**config.mk**
```make
export PLATFORM = sky130hd
export DESIGN_NAME = dep_order_gate
export DESIGN_NICKNAME = d
export VERILOG_FILES = /design/src/rtl/dep_order_gate_pkg.sv /design/src/rtl/dgate_outstanding_ctr.sv /design/src/rtl/dgate_release_ctrl.sv /design/src/rtl/dep_order_gate.sv
export SDC_FILE = /design/constraint.sdc
export NUM_CORES = 1
export LEC_CHECK = 0
export CORE_AREA = 5 5 42 44
export DETAILED_ROUTE_END_ITERATION = 8
export DIE_AREA = 0 0 47 49
export DONT_BUFFER_PORTS = 1
export GPL_ROUTABILITY_DRIVEN = 0
export PLACE_DENSITY = 0.71
export SLEW_MARGIN = 10
export SYNTH_ARGS = -nofsm -noshare
export SYNTH_HDL_FRONTEND = slang
export SYNTH_SLANG_ARGS = --single-unit
```
**constraint.sdc**
```tcl
create_clock -name clk -period 5.39 [get_ports clk]
set_input_delay 1.617 -clock clk [delete_from_list [all_inputs] [get_ports clk]]
set_output_delay 1.617 -clock clk [all_outputs]
set_load 0.1 [all_outputs]
```
**src/rtl/dep_order_gate_pkg.sv**
```systemverilog
package dep_order_gate_pkg;

  // Direction of a request; the value also indexes the counter array.
  typedef enum logic {
    DIR_RD = 1'b0,
    DIR_WR = 1'b1
  } dir_e;

  localparam int NUM_DIRS = 2;

  function automatic dir_e opposite(input dir_e d);
    return (d == DIR_RD) ? DIR_WR : DIR_RD;
  endfunction

endpackage

```
**src/rtl/dgate_outstanding_ctr.sv**
```systemverilog
module dgate_outstanding_ctr #(
  parameter int CNT_W = 4
) (
  input  logic clk,
  input  logic rst_n,
  input  logic inc_i,
  input  logic dec_i,
  output logic full_o,
  output logic empty_o
);

  localparam logic [CNT_W-1:0] CNT_MAX = '1;

  logic [CNT_W-1:0] cnt_q;
  logic [CNT_W-1:0] cnt_d;
  logic             cnt_en;

  // Next-state logic: the count changes only when exactly one side fires.
  always_comb begin
    cnt_en = inc_i ^ dec_i;
    cnt_d  = cnt_q;
    if (inc_i && !dec_i) begin
      cnt_d = cnt_q + 1'b1;
    end else if (dec_i && !inc_i) begin
      cnt_d = cnt_q - 1'b1;
    end
  end

  always_ff @(posedge clk or negedge rst_n) begin
    if (!rst_n) begin
      cnt_q <= '0;
    end else if (cnt_en) begin
      cnt_q <= cnt_d;
    end
  end

  assign full_o  = (cnt_q == CNT_MAX);
  assign empty_o = (cnt_q == '0);

  // the issuing side must never push a full counter.
  assert_no_overflow_R6: assert property (@(posedge clk) disable iff (!rst_n)
    full_o |-> !inc_i);

  // input assumption, no completion without outstanding work.
  assert_no_underflow_R5: assert property (@(posedge clk) disable iff (!rst_n)
    empty_o |-> !dec_i);

  // a lone issue raises the count by one.
  assert_inc_tracks_R5: assert property (@(posedge clk) disable iff (!rst_n)
    (inc_i && !dec_i) |=> (cnt_q == CNT_W'($past(cnt_q) + 1'b1)));

  // simultaneous issue and completion leave the count unchanged.
  assert_balanced_R5: assert property (@(posedge clk) disable iff (!rst_n)
    (inc_i && dec_i) |=> $stable(cnt_q));

endmodule

```
**src/rtl/dgate_release_ctrl.sv**
```systemverilog
module dgate_release_ctrl
  import dep_order_gate_pkg::*;
(
  input  logic clk,
  input  logic rst_n,
  input  logic req_valid,
  input  dir_e req_dir,
  input  logic req_dep,
  input  logic rd_full,
  input  logic wr_full,
  input  logic rd_empty,
  input  logic wr_empty,
  input  logic ar_ready,
  input  logic aw_ready,
  output logic ar_valid,
  output logic aw_valid,
  output logic req_ready
);

  logic rd_go;
  logic wr_go;

  // A direction may issue when its own counter has room and, for a
  // marked request, the opposite direction has fully drained.
  always_comb begin
    rd_go     = !rd_full && !(req_dep && !wr_empty);
    wr_go     = !wr_full && !(req_dep && !rd_empty);
    ar_valid  = req_valid && (req_dir == DIR_RD) && rd_go;
    aw_valid  = req_valid && (req_dir == DIR_WR) && wr_go;
    req_ready = (req_dir == DIR_RD) ? (rd_go && ar_ready) : (wr_go && aw_ready);
  end

  // a marked read reaches AR only with no write outstanding.
  assert_dep_read_waits_R3: assert property (@(posedge clk) disable iff (!rst_n)
    (ar_valid && req_dep) |-> wr_empty);

  // a marked write reaches AW only with no read outstanding.
  assert_dep_write_waits_R4: assert property (@(posedge clk) disable iff (!rst_n)
    (aw_valid && req_dep) |-> rd_empty);

  // one queue, one channel at a time.
  assert_one_channel_R7: assert property (@(posedge clk) disable iff (!rst_n)
    !(ar_valid && aw_valid));

  // a raised valid is not withdrawn before its handshake
  // (relies on the source holding its request).
  assert_ar_hold_R8: assert property (@(posedge clk) disable iff (!rst_n)
    (ar_valid && !ar_ready) |=> ar_valid);
  assert_aw_hold_R8: assert property (@(posedge clk) disable iff (!rst_n)
    (aw_valid && !aw_ready) |=> aw_valid);

endmodule

```
**src/rtl/dep_order_gate.sv**
```systemverilog
module dep_order_gate
  import dep_order_gate_pkg::*;
#(
  parameter int ID_W  = 4,
  parameter int CNT_W = 4
) (
  input  logic            clk,
  input  logic            rst_n,
  input  logic            req_valid,
  output logic            req_ready,
  input  logic            req_write,
  input  logic            req_dep,
  input  logic [ID_W-1:0] req_id,
  output logic            ar_valid,
  input  logic            ar_ready,
  output logic [ID_W-1:0] ar_id,
  output logic            aw_valid,
  input  logic            aw_ready,
  output logic [ID_W-1:0] aw_id,
  input  logic            b_valid,
  input  logic            b_ready,
  input  logic            r_valid,
  input  logic            r_ready,
  input  logic            r_last
);

  dir_e                req_dir;
  logic [NUM_DIRS-1:0] ctr_inc;
  logic [NUM_DIRS-1:0] ctr_dec;
  logic [NUM_DIRS-1:0] ctr_full;
  logic [NUM_DIRS-1:0] ctr_empty;

  assign req_dir = req_write ? DIR_WR : DIR_RD;
  assign ar_id   = req_id;
  assign aw_id   = req_id;

  // Issue and completion events per direction.
  always_comb begin
    ctr_inc[DIR_RD] = ar_valid && ar_ready;
    ctr_inc[DIR_WR] = aw_valid && aw_ready;
    ctr_dec[DIR_RD] = r_valid && r_ready && r_last;
    ctr_dec[DIR_WR] = b_valid && b_ready;
  end

  for (genvar d = 0; d < NUM_DIRS; d++) begin : g_ctr
    dgate_outstanding_ctr #(
      .CNT_W (CNT_W)
    ) u_ctr (
      .clk     (clk),
      .rst_n   (rst_n),
      .inc_i   (ctr_inc[d]),
      .dec_i   (ctr_dec[d]),
      .full_o  (ctr_full[d]),
      .empty_o (ctr_empty[d])
    );
  end

  dgate_release_ctrl u_release (
    .clk       (clk),
    .rst_n     (rst_n),
    .req_valid (req_valid),
    .req_dir   (req_dir),
    .req_dep   (req_dep),
    .rd_full   (ctr_full[DIR_RD]),
    .wr_full   (ctr_full[DIR_WR]),
    .rd_empty  (ctr_empty[DIR_RD]),
    .wr_empty  (ctr_empty[DIR_WR]),
    .ar_ready  (ar_ready),
    .aw_ready  (aw_ready),
    .ar_valid  (ar_valid),
    .aw_valid  (aw_valid),
    .req_ready (req_ready)
  );

  // an accepted request always corresponds to a channel handshake.
  assert_accept_is_issue_R8: assert property (@(posedge clk) disable iff (!rst_n)
    (req_valid && req_ready) |-> ((ar_valid && ar_ready) || (aw_valid && aw_ready)));

  // an unmarked read is never held while its counter has room.
  assert_free_read_R1: assert property (@(posedge clk) disable iff (!rst_n)
    (req_valid && !req_write && !req_dep && !ctr_full[DIR_RD]) |-> ar_valid);

  // an unmarked write is never held while its counter has room.
  assert_free_write_R2: assert property (@(posedge clk) disable iff (!rst_n)
    (req_valid && req_write && !req_dep && !ctr_full[DIR_WR]) |-> aw_valid);

endmodule

```
# After elaboration in Yosys (flattened, before gate mapping)
# Cells that the tools add are included.
# op_classes
n_addsub,4
eq_ne,2
mux,6
bitwise_logic,3
reduce_logical,35
# ops
cell,count
$logic_and 1x1->1,19
$mux 4,4
$logic_not 1->1,10
$add 4x1->4 const B,2
$eq 4x4->1 const B,2
$logic_not 4->1,2
$sub 4x1->4 const B,2
$reduce_and 2->1,2
$reduce_bool 2->1,2
$mux 1,2
$xor 1x1->1,2
$not 1->1,1
# word_totals
reg_bits,8
inputBits,16
elab_cells,52

# Logic depth before layout (Yosys ltp)
# Gate-level depths: netlist of the first run.
# logic_depth
word_depth,11
depth_mapped,9
mapped_depth_nobuf,9

# Modules after synthesis
# From an unflattened synthesis of the first run, not the netlist that was laid out.
# hier_totals
hier_cells,81
area_unflattened_um2,795.8
# by_module_without_submodules
module,instances,cells_each,area_each_um2,seq_area_each_um2
dgate_outstanding_ctr,2,31,322.8,100.1
dep_order_gate,1,12,85.1,0.0
dgate_release_ctrl,1,7,65.1,0.0

# Worst setup path after synthesis of the first run
# OpenSTA, ideal clock, no wires.
# synth_timing
kind,input-to-output
from,input req_dep
to,output ar_valid
arrival_ns,3.971
required_ns,3.773
slack_ns,-0.198
cell_stages,3
path_buffers,0
cell_sequence,o41ai_2 -> nand2_1 -> nor3b_1
# synth_between
elab_chain_cells,4
# synth_lines
element,line_no,text
"start, declared",dep_order_gate.sv:12,"input logic req_dep,"
$logic_and 1x1->1,dgate_release_ctrl.sv:26,rd_go = !rd_full && !(req_dep && !wr_empty);
$logic_not 1->1,dgate_release_ctrl.sv:26,
$logic_and 1x1->1,dgate_release_ctrl.sv:26,
$logic_and 1x1->1,dgate_release_ctrl.sv:28,ar_valid = req_valid && (req_dir == DIR_RD) && rd_go;
"end, declared",dep_order_gate.sv:14,"output logic ar_valid,"
# Every way passes these cells.

# Worst setup path after layout of the first run
# layout_timing
from,input req_dep
to,output req_ready
# layout_between
elab_chain_cells,5
elab_cells_between_ends,9
# layout_lines
element,line_no,text
"$logic_and 1x1->1, on equally long branches","dgate_release_ctrl.sv:26, dgate_release_ctrl.sv:27",
"$logic_not 1->1, on equally long branches","dgate_release_ctrl.sv:26, dgate_release_ctrl.sv:27",
"$logic_and 1x1->1, on equally long branches","dgate_release_ctrl.sv:26, dgate_release_ctrl.sv:27",
$logic_and 1x1->1,dgate_release_ctrl.sv:30,req_ready = (req_dir == DIR_RD) ? (rd_go && ar_ready) : (wr_go && aw_ready);
$mux 1 *,dgate_release_ctrl.sv:30,
"end, declared",dep_order_gate.sv:10,"output logic req_ready,"
# Every way passes the cells marked *; elsewhere a longest branch is shown, timed or not.

==> results of run 1 <==
[per-layer routing]
layer / GRT usage [%] / up-vias
li1: - / 290
met1: 17.0 / 271
met2: 17.6 / 23
met3: 3.32 / 6
met4: 10.1 / 0
met5: 0 / -
[kinds of logic after synthesis]
logic type | share of synthesized area, %
compound gates | 15.3
xor+xnor | 4.71
fa+ha+maj | 15.5
buf+inv | 10.6
flops | 26.9
mux | 5.72
simple gates | 21.2
[path summary, 6_finish.rpt]
path,slack [ns],end,cells past startpoint
worst max-delay path,1.47,req_ready,4
worst min-delay path,0.55,g_ctr[0].u_ctr.cnt_q[2],2
worst max register to register,2.44,g_ctr[0].u_ctr.cnt_q[3],9
worst min register to register,0.55,g_ctr[0].u_ctr.cnt_q[2],2
max in group asynchronous,4.27,g_ctr[0].u_ctr.cnt_q[2],0
min in group asynchronous,1.05,g_ctr[1].u_ctr.cnt_q[0],0
[final cells by class]
cell class                 count  area [sq um]  share of cell area (%)
tap                           16          20.0                    2.63
multi-input combinational     60           484                    63.7
inverter                       3          11.3                    1.48
clock buffer                   3          22.5                    2.96
sequential                     8           200                    26.3
timing repair buffer           3          22.5                    2.96
[per-stage QoR]
step / hold WS (ns) / setup WS (ns) / power, mW / std cells / cell area, sq um
after floorplan: 0.500 / 0.503 / 0.315 / 81 / 748
final: 0.552 / 1.47 / 0.380 / 93 / 761
after detailed placement: 0.541 / 1.46 / 0.332 / 90 / 738
after global routing: 0.605 / 1.40 / 0.413 / 93 / 761
after global placement: 0.539 / 1.47 / 0.329 / 90 / 738
after CTS: 0.551 / 1.45 / 0.382 / 93 / 761
[worst register-to-register path, delay by kind of cell, from the launching register on]
family	cells	cell delay, ns
and+or+nand+nor	3	0.95
AOI/OAI and AO/OA	3	0.65
adders and majority gates	2	0.62
DFF	1	0.48
buffers and inverters	1	0.13
[report_power, final]
part / internal (mW) / switching (mW)
registers: 0.0900 / 0.0507
logic: 0.0886 / 0.104
clock network: 0.0256 / 0.0217
[placed cells by master, fill, tap and decap left out]
cell type and n:
ha_1 6, o22ai_2 1, nor2_2 1, a2111o_1 2, nand3b_1 2, o21ai_0 2, dfrtp_1 8, inv_1 3
o41ai_2 1, o211ai_1 4, xnor2_1 4, nor3_1 3, nand4_1 2, buf_4 3, nand2_1 9, or3_1 2
clkbuf_4 3, a21oi_1 4, and4bb_1 1, mux2i_1 2, or4_1 2, nor3b_4 1, mux2_2 2, fa_1 2
nand3_1 6, o41ai_1 1
==> summary.md, run 1 <==
| Metric | Value |
|---|---|
| Initial DRC Count | `13` |
| Rows | `14` |
| Yosys warnings | `0` |
| Grt ovf | `0` |
| Min Clock Period, post-route | `3.92 ns` |
| Final Util | `54.3%` |
| Drt drc | `0` |
| Clk buf depth | `2` |
| Area growth from synthesis to layout | `2.36%` |
| Final #Nets | `103` |
| Port buffer count | `0` |
| Largest register FFs | `8` |
| Number of max-cap violations | `0` |
| CTS Sinks | `8` |
| Max IR drop VDD | `170 uV` |
| CTS tree | `yes` |
| Number of fill cells in the layout | `126` |
| Distinct cells, synth | `26` |
| Critical path class | `input pin to output pin` |
| Critical path endpoint category | `output pin` |
| Post-synthesis area per instance | `9.18 sq um` |
| Prevailing post-synth register cell | `dfrtp_1` |
| Yosys top cell area share | `26.9%` |
| Yosys reg bits | `8` |
| Pleak | `slightly below 0.3 nW` |
| Outcome | `completed` |
| TNS Setup | `0 ns` |
| Period utilization | `72.8%` |
| Critical Path Source | `req_dep` |
| Initial Util | `a little over half` |
| Cts-stage hold buffer count | `0` |
| Largest net degree at the start of global routing | `11` |
| Crit path max-delay family | `buffers and inverters` |
| Least-Margin Pin Slew | `0.308 ns` |
| Height of the die | `49 um` |
| Worst EP required | `between 3 and 4 ns` |
| Setup crit start kind | `input pin` |
| Uppermost routed layer | `met4` |
| CP bufs+invs | `1` |
| Postcts setup bufs | `0` |
| Gate Count Post-Synth | `81` |
| Max Clock Skew | `0.00306 ns` |
| Crit-path slowest cell | `buf_4` |
| DIE AREA | `2300 sq um` |
| CP Cell Sequence | `o41ai_1 > nand2_1 > o22ai_2 > buf_4` |
| Overall Global Routing Usage | `13.1%` |
| DPL Wire Length | `1.06 mm` |
| Diodes inserted | `0` |
| Slew HR | `79.3%` |
| Critical Path Fanout Max | `3` |
| Final WL | `1.36 mm` |
| RSZ-0062 raised after global routing | `false` |
| Yosys top cell by area | `dfrtp_1` |
| H-tree levels | `1` |
| Final Hold Viols | `0` |
| Via density | `6.34` |
| FF-to-FF Start | `g_ctr[1].u_ctr.cnt_q[0]` |
| Post_cts resized | `0` |
| HP Start | `g_ctr[0].u_ctr.cnt_q[2]` |
| Met3 wire length | `143 um` |
| Most flop-heavy register | `g_ctr.u_ctr.cnt_q` |
| WL per Instance | `14.6 um` |
| Worst Path Arrival | `2.31 ns` |
| Num CTS Buffers | `3` |
| I/O Pins | `27` |
| First-pass GRT wire length | `2.16 mm` |
| Routed wl met2 | `about 540 um` |
| Mapped Area | `743 sq um` |
| CORE AREA | `1400 sq um` |
| FMAX | `between 200 and 300 MHz` |
| EDFF count, synth | `0` |
| Biggest regs | `g_ctr.u_ctr.cnt_q: 8 flops` |
| Register area share after synthesis | `26.9%` |
| Layout cells sized above 1 | `15.6%` |
| DR vias | `590` |
| Async SR Flop Fraction | `100%` |
| Pwr/cell area | `500 nW/um^2` |
| Synth top cells by count | `9 x nand2_1, 8 x buf_4, 8 x dfrtp_1, 6 x ha_1, 6 x nand3_1` |
| Max incr delay on CP | `0.30 ns` |
| Root Buffer | `clkbuf_4` |
| First-pass detailed-route iteration total | `4` |
| Die width | `roughly 47 um` |
| Final setup violation count | `0` |
| Fin. max-slew vios | `0` |
| Routed Antenna Nets | `0` |
| Vias in the first global route | `~500` |
| Post-Synthesis Net Count | `105` |
| Top post-synthesis cells by area | `dfrtp_1 27%, ha_1 10%, buf_4 8.1%` |
| Clk_lat worst skew | `0.26 ns` |
| Count leader, synth | `nand2_1` |
| Antenna violations before repair | `0` |
| Clk slew on worst S/H paths | `0.05 ns` |
| Worst hold path class | `register to register` |
| Metal1 wirelength | `628 um` |
No activity file was read; power rests on OpenSTA's default activity.
==> run 2: changes to the inputs <==
==> constraint.sdc (replaced) <==
create_clock -name clk -period 4 [get_ports clk]
set_input_delay 1.2 -clock clk [delete_from_list [all_inputs] [get_ports clk]]
set_output_delay 1.2 -clock clk [all_outputs]
set_load 0.1 [all_outputs]
==> summary.md, run 2 (same netlist as run 1, synthesis figures left out) <==
| Metric | Value |
|---|---|
| Largest net degree at the start of global routing | `11` |
| Clk slew on worst S/H paths | `0.05 ns` |
| DR vias | `568` |
| DIE AREA | `2300 sq um` |
| Biggest regs | `g_ctr.u_ctr.cnt_q: 8 flops` |
| Outcome | `completed` |
| Via density | `6.11` |
| Least-Margin Pin Slew | `0.282 ns` |
| CTS tree | `yes` |
| Max IR drop VDD | `between 200 and 300 uV` |
| Worst Path Arrival | `1.90 ns` |
| WL per Instance | `14.3 um` |
| Die width | `between 40 and 50 um` |
| Final #Nets | `103` |
| CTS Sinks | `8` |
| Critical Path Fanout Max | `3` |
| Worst hold path class | `register to register` |
| Post-Place Cells | `90` |
| Number of fill cells in the layout | `129` |
| Most common cell after layout, fill and taps aside | `nand2_1` |
| Vias in the first global route | `560` |
| Min Clock Period, post-route | `between 3 and 4 ns` |
| Period utilization | `77.5%` |
| Critical path class | `input pin to output pin` |
| Initial Util | `between 50 and 60%` |
| Layout cells sized above 1 | `15.6%` |
| I/O Pins | `27` |
| First-pass GRT wire length | `2.28 mm` |
| Slew HR | `81.0%` |
| Postcts setup bufs | `0` |
| Drt drc | `0` |
| Met3 wire length | `112 um` |
| TNS Setup | `0 ns` |
| Final setup violation count | `0` |
| Commonest cells after routing, fill and taps aside | `9 x nand2_1, 8 x dfrtp_1, 6 x nand3_1, 6 x ha_1` |
| Routed Antenna Nets | `0` |
| Hold Slack | `a little under 0.6 ns` |
| Grt ovf | `0` |
| Number of max-cap violations | `0` |
| Uppermost routed layer | `met3` |
| Critical path endpoint category | `output pin` |
| Max Clock Skew | `~0.0029 ns` |
| Final WL | `approximately 1.3 mm` |
| Clk_lat worst skew | `0.24 ns` |
| Setup crit start kind | `input pin` |
| Final instance area | `761 sq um` |
| Antenna violations before repair | `0` |
| Diodes inserted | `0` |
| Cts-stage hold buffer count | `0` |
| Final Hold Viols | `0` |
| Clk buf depth | `2` |
| Non-filler instance count after layout | `93` |
| Largest register FFs | `8` |
| Overall Global Routing Usage | `13.2%` |
| H-tree levels | `1` |
| Fin. max-slew vios | `0` |
| Port buffer count | `0` |
| Area growth from synthesis to layout | `2.36%` |
| Critical Path Source | `req_dep` |
| Num CTS Buffers | `3` |
| Most flop-heavy register | `g_ctr.u_ctr.cnt_q` |
| Pleak | `0.296 nW` |
| Post_cts resized | `0` |
| Routed wl met2 | `636 um` |
| CORE AREA | `1400 sq um` |
| DPL Wire Length | `1.09 mm` |
| Initial DRC Count | `9` |
| Worst EP required | `2.80 ns` |
| Pwr/cell area | `656 nW/um^2` |
| Root Buffer | `clkbuf_4` |
| Rows | `14` |
| First-pass detailed-route iteration total | `3` |
| Metal1 wirelength | `579 um` |
| Placement-stage cell area | `about 740 sq um` |
| FF-to-FF Start | `g_ctr[0].u_ctr.cnt_q[0]` |
| RSZ-0062 raised after global routing | `false` |
| Height of the die | `around 49 um` |
| FMAX | `322 MHz` |
| HP Start | `g_ctr[1].u_ctr.cnt_q[2]` |
-- run 2: final cells by class --
| class | count | area (sq um) | area share, % |
|---|---|---|---|
| Multi-Input combinational cell | 60 | 484 | 63.7 |
| Sequential cell | 8 | 200 | 26.3 |
| Clock buffer | 3 | 22.5 | 2.96 |
| Timing Repair Buffer | 3 | 22.5 | 2.96 |
| Tap cell | 16 | 20.0 | 2.63 |
| Inverter | 3 | 11.3 | 1.48 |
-- run 2: worst paths after layout --
kind | end | cells past startpoint | slack (ns)
max | req_ready | 4 | 0.90
min | g_ctr[1].u_ctr.cnt_q[2] | 2 | 0.58
max reg2reg | g_ctr[1].u_ctr.cnt_q[3] | 9 | 1.14
min reg2reg | g_ctr[1].u_ctr.cnt_q[2] | 2 | 0.58
max in group asynchronous | g_ctr[1].u_ctr.cnt_q[0] | 0 | 3.28
min in group asynchronous | g_ctr[0].u_ctr.cnt_q[0] | 0 | 0.65
-- run 2: per-layer routing --
metal	global-route usage (%)	up-vias
li1	-	290
met1	16.5	263
met2	20.8	15
met3	1.85	0
met4	7.37	0
met5	0	-
-- run 2: stage by stage --
step / setup slack, ns / total power, mW / util, %
4_1_cts: 0.902 / 0.506 / 54.3
5_1_grt: 0.811 / 0.552 / 54.3
3_5_place_dp: 0.728 / 0.445 / 52.7
6_report: 0.899 / 0.499 / 54.3
2_1_floorplan: 0.133 / 0.426 / -
3_3_place_gp: 0.765 / 0.438 / 52.7
-- run 2: where the power goes --
part,switching [mW],total (mW),internal [mW]
clock network,0.0225,0.0565,0.0340
registers,0.0656,0.187,0.122
logic,0.138,0.255,0.117
total,0.227,0.499,0.273
-- run 2: worst max-delay path: stages --
cell and delay [ns]:
o41ai_1 0.04, nand2_1 0.17, o22ai_2 0.19, buf_4 0.30
==> run 3: changes to the inputs <==
==> constraint.sdc (replaced) <==
create_clock -name clk -period 3.2 [get_ports clk]
set_input_delay 0.96 -clock clk [delete_from_list [all_inputs] [get_ports clk]]
set_output_delay 0.96 -clock clk [all_outputs]
set_load 0.1 [all_outputs]
==> summary.md, run 3 (same netlist as run 1, synthesis figures left out) <==
| Metric | Value |
|---|---|
| Port buffer count | `0` |
| Largest net degree at the start of global routing | `11` |
| Final WL | `about 1.4 mm` |
| Clk slew on worst S/H paths | `0.06 ns` |
| Setup crit start kind | `register` |
| Grt ovf | `0` |
| DIE AREA | `2300 sq um` |
| Pleak | `about 0.30 nW` |
| Overall Global Routing Usage | `14.5%` |
| Crit path max-delay family | `simple AND/OR/NAND/NOR gates` |
| Max incr delay on CP | `0.48 ns` |
| Vias in the first global route | `567` |
| Commonest cells after routing, fill and taps aside | `9 x nand2_1, 8 x dfrtp_1, 6 x nand3_1, 6 x ha_1` |
| CP bufs+invs | `1` |
| Final Util | `54.3%` |
| Final setup violation count | `0` |
| Rows | `14` |
| Height of the die | `approximately 49 um` |
| Outcome | `completed` |
| Antenna violations before repair | `0` |
| Clk_lat worst skew | `approximately 0.26 ns` |
| Crit-path slowest cell | `or4_1` |
| Area growth from synthesis to layout | `2.36%` |
| Fin. max-slew vios | `0` |
| Placement-stage cell area | `about 740 sq um` |
| Biggest regs | `g_ctr.u_ctr.cnt_q: 8 flops` |
| WL per Instance | `around 15 um` |
| Number of max-cap violations | `0` |
| Root Buffer | `clkbuf_4` |
| Final Hold Viols | `0` |
| Initial DRC Count | `14` |
| Critical Path Fanout Max | `6` |
| First-pass detailed-route iteration total | `3` |
| Slew HR | `79.8%` |
| Most flop-heavy register | `g_ctr.u_ctr.cnt_q` |
| First-pass GRT wire length | `2.42 mm` |
| CTS tree | `yes` |
| Post_cts resized | `0` |
| Worst hold path class | `input pin to asynchronous set/reset pin` |
| Min Clock Period, post-route | `slightly below 3 ns` |
| Diodes inserted | `0` |
| Die width | `47 um` |
| DR vias | `577` |
| FMAX | `between 300 and 400 MHz` |
| Clk buf depth | `2` |
| Final instance area | `between 700 and 800 sq um` |
| Num CTS Buffers | `3` |
| CP Cell Sequence | `o41ai_2 > nand2_1 > and4bb_1 > ha_1 > inv_1 > ha_1 > or4_1 > o211ai_1 > o211ai_1` |
| H-tree levels | `1` |
| CTS Sinks | `8` |
| Most common cell after layout, fill and taps aside | `nand2_1` |
| Via density | `~6.2` |
| Pwr/cell area | `835 nW/um^2` |
| Cts-stage hold buffer count | `0` |
| Least-Margin Pin Slew | `0.300 ns` |
| Critical path endpoint category | `register` |
| I/O Pins | `27` |
| Max IR drop VDD | `450 uV` |
| Postcts setup bufs | `0` |
| Critical path class | `register to register` |
| Period utilization | `91.2%` |
| Non-filler instance count after layout | `just over 90` |
| Final #Nets | `103` |
| CORE AREA | `1400 sq um` |
| Post-Place Cells | `90` |
| Worst EP required | `between 3 and 4 ns` |
| Layout cells sized above 1 | `15.6%` |
| Largest register FFs | `8` |
| Drt drc | `0` |
| DPL Wire Length | `roughly 1.1 mm` |
| Worst Path Arrival | `3.06 ns` |
| Max Clock Skew | `0.0102 ns` |
| TNS Setup | `0 ns` |
| RSZ-0062 raised after global routing | `false` |
| Initial Util | `53.0%` |
| Routed Antenna Nets | `0` |
run 3: final timing paths:
check / startpoint / cells past startpoint / to / slack, ns
max reg2reg: g_ctr[1].u_ctr.cnt_q[0] / 9 / g_ctr[0].u_ctr.cnt_q[3] / 0.28
min reg2reg: g_ctr[1].u_ctr.cnt_q[2] / 2 / g_ctr[1].u_ctr.cnt_q[2] / 0.58
min: rst_n / 0 / g_ctr[1].u_ctr.cnt_q[3] / 0.39
max: g_ctr[1].u_ctr.cnt_q[0] / 9 / g_ctr[0].u_ctr.cnt_q[3] / 0.28
max in group asynchronous: rst_n / 0 / g_ctr[0].u_ctr.cnt_q[0] / 2.73
min in group clk: g_ctr[1].u_ctr.cnt_q[2] / 2 / g_ctr[1].u_ctr.cnt_q[2] / 0.58
run 3: layout make-up:
class | count | area [sq um]
inverter | 3 | 11.3
sequential | 8 | 200
tap | 16 | 20.0
timing repair buffer | 3 | 22.5
multi-input combinational | 60 | 484
fill | 129 | 641
clock buffer | 3 | 22.5
run 3: report_power, final:
part,switching [mW],internal (mW)
clock,0.0351,0.0430
sequential,0.0832,0.152
combinational,0.175,0.148
run 3: per-layer routing:
layer / global-route usage [%] / up-vias / part of all wire (%)
met3: 7.38 / 0 / 10
met5: 0 / - / 0
met1: 17.8 / 269 / 43
li1: - / 290 / -
met4: 5.99 / 0 / 0
met2: 21.0 / 18 / 46
run 3: worst reg2reg max path, cell delays in order, from the launching register on:
cell and delay, ns:
dfrtp_1 0.47, o41ai_2 0.42, nand2_1 0.17, and4bb_1 0.31
ha_1 0.26, inv_1 0.13, ha_1 0.37, or4_1 0.48
o211ai_1 0.11, o211ai_1 0.10
run 3: through the flow:
stage / hold WS, ns / worst slack [ns] / power [mW]
floorplan: 0.500 / -0.0962 / 0.534
global placement: 0.556 / 0.187 / 0.546
detailed placement: 0.575 / 0.154 / 0.559
CTS: 0.376 / 0.270 / 0.644
global route: 0.368 / 0.109 / 0.701
finish: 0.389 / 0.281 / 0.636
